==> config.mk <==
export PLATFORM = sky130hd
export DESIGN_NAME = ext_addr_wait_seq
export DESIGN_NICKNAME = d
export VERILOG_FILES = /design/src/rtl/addr_wait_pkg.sv /design/src/rtl/addr_wait_cfg.sv /design/src/rtl/addr_area_decode.sv /design/src/rtl/addr_phase_fsm.sv /design/src/rtl/ext_addr_wait_seq.sv
export SDC_FILE = /design/constraint.sdc
export NUM_CORES = 1
export LEC_CHECK = 0
export CORE_UTILIZATION = 35
export CTS_CLUSTER_SIZE = 10
export DETAILED_ROUTE_END_ITERATION = 7
export GPL_TIMING_DRIVEN = 0
export PLACE_DENSITY = 0.87
export SLEW_MARGIN = 20
export SYNTH_ARGS = -nofsm -noshare
export SYNTH_HDL_FRONTEND = slang
export SYNTH_HIERARCHICAL = 1
export SYNTH_SLANG_ARGS = --single-unit
==> constraint.sdc <==
create_clock -name clk -period 1.2 [get_ports clk]
set_input_delay 0.12 -clock clk [delete_from_list [all_inputs] [get_ports clk]]
set_output_delay 0.12 -clock clk [all_outputs]
set_load 0.01 [all_outputs]
==> src/rtl/addr_wait_pkg.sv <==
package addr_wait_pkg;
  typedef enum logic [2:0] {
    PH_IDLE  = 3'd0,
    PH_T1H   = 3'd1,
    PH_T1H_X = 3'd2,
    PH_T1L   = 3'd3,
    PH_T1L_X = 3'd4,
    PH_T2H   = 3'd5,
    PH_T2L   = 3'd6
  } phase_e;

  typedef struct packed {
    logic hold;
    logic setup;
  } wait_sel_t;
endpackage

==> src/rtl/addr_wait_cfg.sv <==
module addr_wait_cfg #(
  parameter int NUM_AREAS = 4,
  parameter int CFG_W     = 16
) (
  input  logic                 clk,
  input  logic                 rst,
  input  logic                 wr_en,
  input  logic [CFG_W-1:0]     wr_data,
  output logic [CFG_W-1:0]     rd_data,
  output logic [NUM_AREAS-1:0] setup_en,
  output logic [NUM_AREAS-1:0] hold_en
);
  localparam int EN_W  = 2 * NUM_AREAS;
  localparam int PAD_W = CFG_W - EN_W;

  logic [EN_W-1:0] en_q;

  always_ff @(posedge clk) begin
    if (rst) en_q <= '1;
    else if (wr_en) en_q <= wr_data[EN_W-1:0];
  end

  assign rd_data = {{PAD_W{1'b1}}, en_q};

  for (genvar a = 0; a < NUM_AREAS; a++) begin : g_area
    assign setup_en[a] = en_q[2*a];
    assign hold_en[a]  = en_q[2*a+1];
  end

  assert_wr_takes_R3: assert property (@(posedge clk) disable iff (rst)
    wr_en |=> (rd_data[EN_W-1:0] == $past(wr_data[EN_W-1:0])));
  assert_no_wr_keeps_R2: assert property (@(posedge clk) disable iff (rst)
    !wr_en |=> $stable(rd_data));
endmodule

==> src/rtl/addr_area_decode.sv <==
module addr_area_decode
  import addr_wait_pkg::*;
#(
  parameter int ADDR_W     = 24,
  parameter int AREA_SHIFT = 20,
  parameter int NUM_AREAS  = 4
) (
  input  logic [ADDR_W-1:0]    addr,
  input  logic                 internal_hit,
  input  logic [NUM_AREAS-1:0] setup_en,
  input  logic [NUM_AREAS-1:0] hold_en,
  output wait_sel_t            sel
);
  localparam int AREA_W = $clog2(NUM_AREAS);

  logic [AREA_W-1:0] area_idx;

  assign area_idx  = addr[AREA_SHIFT +: AREA_W];
  assign sel.setup = !internal_hit && setup_en[area_idx];
  assign sel.hold  = !internal_hit && hold_en[area_idx];

  always_comb begin
    if (internal_hit) assert_internal_nowait_R6: assert (sel == '0);
  end
endmodule

==> src/rtl/addr_phase_fsm.sv <==
module addr_phase_fsm
  import addr_wait_pkg::*;
#(
  parameter int ADDR_W = 24
) (
  input  logic              clk,
  input  logic              rst,
  input  logic              req_valid,
  input  logic [ADDR_W-1:0] req_addr,
  input  wait_sel_t         sel,
  output logic              req_ready,
  output logic [ADDR_W-1:0] bus_addr,
  output logic              addr_strobe,
  output logic              bus_clk,
  output logic              done
);
  phase_e    ph_q, ph_d;
  wait_sel_t lat_q;
  logic      accept;
  logic [2:0] run_q;

  assign accept = req_ready && req_valid;

  always_comb begin
    ph_d = ph_q;
    unique case (ph_q)
      PH_IDLE:  if (req_valid) ph_d = PH_T1H;
      PH_T1H:   ph_d = lat_q.setup ? PH_T1H_X : PH_T1L;
      PH_T1H_X: ph_d = PH_T1L;
      PH_T1L:   ph_d = lat_q.hold ? PH_T1L_X : PH_T2H;
      PH_T1L_X: ph_d = PH_T2H;
      PH_T2H:   ph_d = PH_T2L;
      PH_T2L:   ph_d = PH_IDLE;
      default:  ph_d = PH_IDLE;
    endcase
  end

  always_ff @(posedge clk) begin
    if (rst) begin
      ph_q        <= PH_IDLE;
      lat_q       <= '0;
      bus_addr    <= '0;
      req_ready   <= 1'b1;
      addr_strobe <= 1'b0;
      bus_clk     <= 1'b0;
      done        <= 1'b0;
    end else begin
      ph_q <= ph_d;
      if (accept) begin
        lat_q    <= sel;
        bus_addr <= req_addr;
      end
      req_ready   <= (ph_d == PH_IDLE);
      addr_strobe <= (ph_d == PH_T1H) || (ph_d == PH_T1H_X) ||
                     (ph_d == PH_T1L) || (ph_d == PH_T1L_X);
      bus_clk     <= (ph_d == PH_T1H) || (ph_d == PH_T1H_X) || (ph_d == PH_T2H);
      done        <= (ph_d == PH_T2L);
    end
  end

  // length of the current strobe run, used by the checks below
  always_ff @(posedge clk) begin
    if (rst) run_q <= '0;
    else if (addr_strobe) run_q <= run_q + 3'd1;
    else run_q <= '0;
  end

  assert_done_single_R8: assert property (@(posedge clk) disable iff (rst)
    done |=> !done);
  assert_done_after_t2_R8: assert property (@(posedge clk) disable iff (rst)
    done |-> (!$past(addr_strobe) && $past(addr_strobe, 2)));
  assert_strobe_max_R5: assert property (@(posedge clk) disable iff (rst)
    run_q <= 3'd4);
  assert_setup_ext_R4: assert property (@(posedge clk) disable iff (rst)
    (addr_strobe && run_q == 3'd1) |-> (bus_clk == lat_q.setup));
  assert_addr_hold_R9: assert property (@(posedge clk) disable iff (rst)
    !accept |=> $stable(bus_addr));
  assert_busy_not_ready_R9: assert property (@(posedge clk) disable iff (rst)
    addr_strobe |-> !req_ready);
  assert_sel_frozen_R10: assert property (@(posedge clk) disable iff (rst)
    !accept |=> $stable(lat_q));
endmodule

==> src/rtl/ext_addr_wait_seq.sv <==
module ext_addr_wait_seq
  import addr_wait_pkg::*;
#(
  parameter int ADDR_W     = 24,
  parameter int AREA_SHIFT = 20,
  parameter int NUM_AREAS  = 4,
  parameter int CFG_W      = 16
) (
  input  logic              clk,
  input  logic              rst,
  input  logic              cfg_wr_en,
  input  logic [CFG_W-1:0]  cfg_wr_data,
  output logic [CFG_W-1:0]  cfg_rd_data,
  input  logic              req_valid,
  input  logic [ADDR_W-1:0] req_addr,
  input  logic              req_internal,
  output logic              req_ready,
  output logic [ADDR_W-1:0] bus_addr,
  output logic              addr_strobe,
  output logic              bus_clk,
  output logic              done
);
  logic [NUM_AREAS-1:0] setup_en;
  logic [NUM_AREAS-1:0] hold_en;
  wait_sel_t            sel;

  addr_wait_cfg #(.NUM_AREAS(NUM_AREAS), .CFG_W(CFG_W)) u_cfg (
    .clk(clk), .rst(rst), .wr_en(cfg_wr_en), .wr_data(cfg_wr_data),
    .rd_data(cfg_rd_data), .setup_en(setup_en), .hold_en(hold_en)
  );

  addr_area_decode #(.ADDR_W(ADDR_W), .AREA_SHIFT(AREA_SHIFT), .NUM_AREAS(NUM_AREAS)) u_dec (
    .addr(req_addr), .internal_hit(req_internal),
    .setup_en(setup_en), .hold_en(hold_en), .sel(sel)
  );

  addr_phase_fsm #(.ADDR_W(ADDR_W)) u_fsm (
    .clk(clk), .rst(rst), .req_valid(req_valid), .req_addr(req_addr), .sel(sel),
    .req_ready(req_ready), .bus_addr(bus_addr), .addr_strobe(addr_strobe),
    .bus_clk(bus_clk), .done(done)
  );
endmodule

==> results.ini <==
[status]
run_status=complete, but fails checks
violations=DRC

[cts]
cts_tree=done
clkTransAtPathRegs_ps=70
root_buffer=clkbuf_8
htree_levels=2
clk_latency_ps=280
clk_path_buf_depth=2
cts_inserted_buffers=5
clkSinkCount=41

[floorplanning]
ioPinCount=89
core_um2=4470
die-area_um2=5030
initial_utilization_pct=37.2
die_width_um=70.9
chipHeight_um=70.9
row_count=24

[setup_path]
slowest_stage=mux4_2
cp-startpoint=u_cfg/en_q[6]$_SDFFE_PP1P_
path_cells=mux4_2, nor2b_1, nand2_1, a21oi_2
crit_buf_inv=0
worst-path-stages=4
critPathArrivalTime_ps=1310
reg2reg_depth=4
reg2reg_slack_ps=50
critPathTopFamily=multiplexers
critPathLaunchType=flop
endpoint_kind=flop
worstPathRequired_ps=1360
r2r-start=u_cfg/en_q[6]$_SDFFE_PP1P_
critical_path.endpoint=u_fsm/lat_q[0]$_SDFFE_PP0P_
max_stage_delay_ps=460
path_max_fanout=3
worstReg2RegEnd=u_fsm/lat_q[0]$_SDFFE_PP0P_
worstSetupPathType=flop to flop

[power]
p_per_area_nw_per_um2=1270
p_leak_nw=1.11
vdd_drop_max_uv=752

[sta]
tns_ps=0
finClkSkew_ps=5.55
worst_slack_ps=46.0
fin_crit_ps=1150
setup_violations=0
maxSlewViolCount=0
grt_setup_unrepaired=true
whs_ps=272
fmax_mhz=867
fin_crit_sh_pct=96.2
finalHoldViolCount=0

[yosys]
synthTopCellsByArea=dfxtp_1 49%, nand2_1 12%, a21oi_1 9.0%
synthCells=192
synth_area_leader_cell=dfxtp_1
synth_ff_type=dfxtp_1
synth_common_cells=55 x nand2_1, 41 x dfxtp_1, 30 x a21oi_1
synth.most_common_cell=nand2_1
ys_seq_area_share_pct=49.4
synth_top_area_share_pct=49.4
ys_async_sr_fraction_pct=0
synth.distinct_cells=24
synth_edf_count=0
synth_area_per_cell_um2=8.66
syn_area_um2=1660
ys_ff_latch=41
yosys_warnings=6

[placement]
pre_cts_slack_ps=-439
placed_cells=323
portBuffers=72
hpwl_um=2760
gpl.final_weighted_congestion=0.742

[global_routing]
antenna_found_initial=0
grt-ovfl-total=0
grt_pass1_vias=1448
grt_max_degree=13
grt_first_pass_wirelength_um=6320
track_usage_pct=16.1

[route]
final_antenna_net_count=0
totalWireLength_um=3760
wire_per_inst_um=11.5
drt_iter0_drc=65
drtPass1Iterations=8
via_per_inst=4.54
num_vias=1490
drcViolationCount=8

[cells_and_area]
n_antenna_cell=0
nNetsFinal=320
stdcell_count=328
syn_to_final_growth_pct=52.5
drive_gt1_share_pct=15.9

[run]
max_cap_violations=0

[worst_hold_path]
hold_path.class=input port to flop

## repair_timing
action                     4_1_cts  5_1_grt
pin swaps                        2        1
setup endpoints to repair       38       20
setup buffers                    0        1
hold buffers                     0        0
gates resized for setup         38        3
## worst min path at each step
stage,cells past startpoint,start,slack [ps],to
after floorplan,1,rst,200,u_fsm/addr_strobe$_SDFF_PP0_
after global placement,2,u_fsm/bus_addr[4]$_SDFFE_PP0P_,440,u_fsm/bus_addr[4]$_SDFFE_PP0P_
after detailed placement,2,u_fsm/bus_addr[9]$_SDFFE_PP0P_,450,u_fsm/bus_addr[9]$_SDFFE_PP0P_
after CTS,3,req_addr[20],300,u_fsm/bus_addr[20]$_SDFFE_PP0P_
after global routing,3,req_valid,300,u_fsm/addr_strobe$_SDFF_PP0_
final,3,req_valid,270,u_fsm/addr_strobe$_SDFF_PP0_
## through the flow
stage | util (%) | power, W | instance area [um2]
5_1_grt | 56.7 | 0.00341 | 2540
4_1_cts | 57.2 | 0.00330 | 2560
6_report | 56.7 | 0.00322 | 2540
3_5_place_dp | 55.6 | 0.00221 | 2490
2_1_floorplan | - | 0.00187 | 1700
3_3_place_gp | 55.6 | 0.00220 | 2490
## flip-flops by register name, indices dropped and copies added, names as in the netlist
| name | cells |
|---|---|
| u_cfg/en_q | 8 |
| u_fsm/addr_strobe | 1 |
| u_fsm/bus_addr | 24 |
| u_fsm/bus_clk | 1 |
| u_fsm/done | 1 |
| u_fsm/lat_q | 2 |
| u_fsm/ph_q | 3 |
| u_fsm/req_ready | 1 |
## logic make-up (layout without fill, tap and decap cells)
logic type,Yosys count,after routing,synth area share (%)
AND/OR/NAND/NOR,75,75,19.5
AO/OA/AOI/OAI,43,43,16.0
flip-flops,41,41,49.4
buffers and inverters,30,107,12.3
multiplexers,2,2,2.71
other,1,8,0.226
## layout make-up
type	count	area (um2)
buffer	24	166
clock buffer	7	86.3
clock inverter	1	30.0
fill	424	1940
inverter	2	7.51
multi-input combinational	128	671
sequential	41	826
tap	52	65.1
timing repair buffer	73	684
## layer usage
layer  global-route usage, %  wire length [um]  part of all wire [%]  vias to the layer above
met5                       0                 0                     0                        -
met4                    4.67                18                  0.48                        0
met3                    5.70               241                   6.4                        2
met2                    26.7              1800                    48                       56
met1                    19.6              1700                    45                      658
li1                        -                 -                     -                      774
## report_power, final
| group | total, W | internal, W | switching, W |
|---|---|---|---|
| Clock | 0.00111 | 0.000678 | 0.000436 |
| Sequential | 0.00150 | 0.00146 | 0.0000460 |
| Combinational | 0.000606 | 0.000331 | 0.000275 |
| Total | 0.00322 | 0.00247 | 0.000757 |
## cells in the final DEF (no fill, tap or decap), drive strengths merged
master and n:
mux4 2, dfxtp 41, nand3b 1, clkbuf 10
nor4 1, nand2 55, a21oi 31, conb 8
and2 1, a211o 8, dlymetal6s2s 1, nor2 4
o211ai 1, nor3b 2, a221o 1, buf 22
nor2b 10, bufinv 1, inv 2, dlygate4sd2 37
clkdlybuf4s50 34, o21ai 2, nor3 1
## worst min-delay path: stages
cell            delay, ps
dlymetal6s2s_1        180
nor3_1                150
nor4_1                 70
No activity file was read; power rests on OpenSTA's default activity.
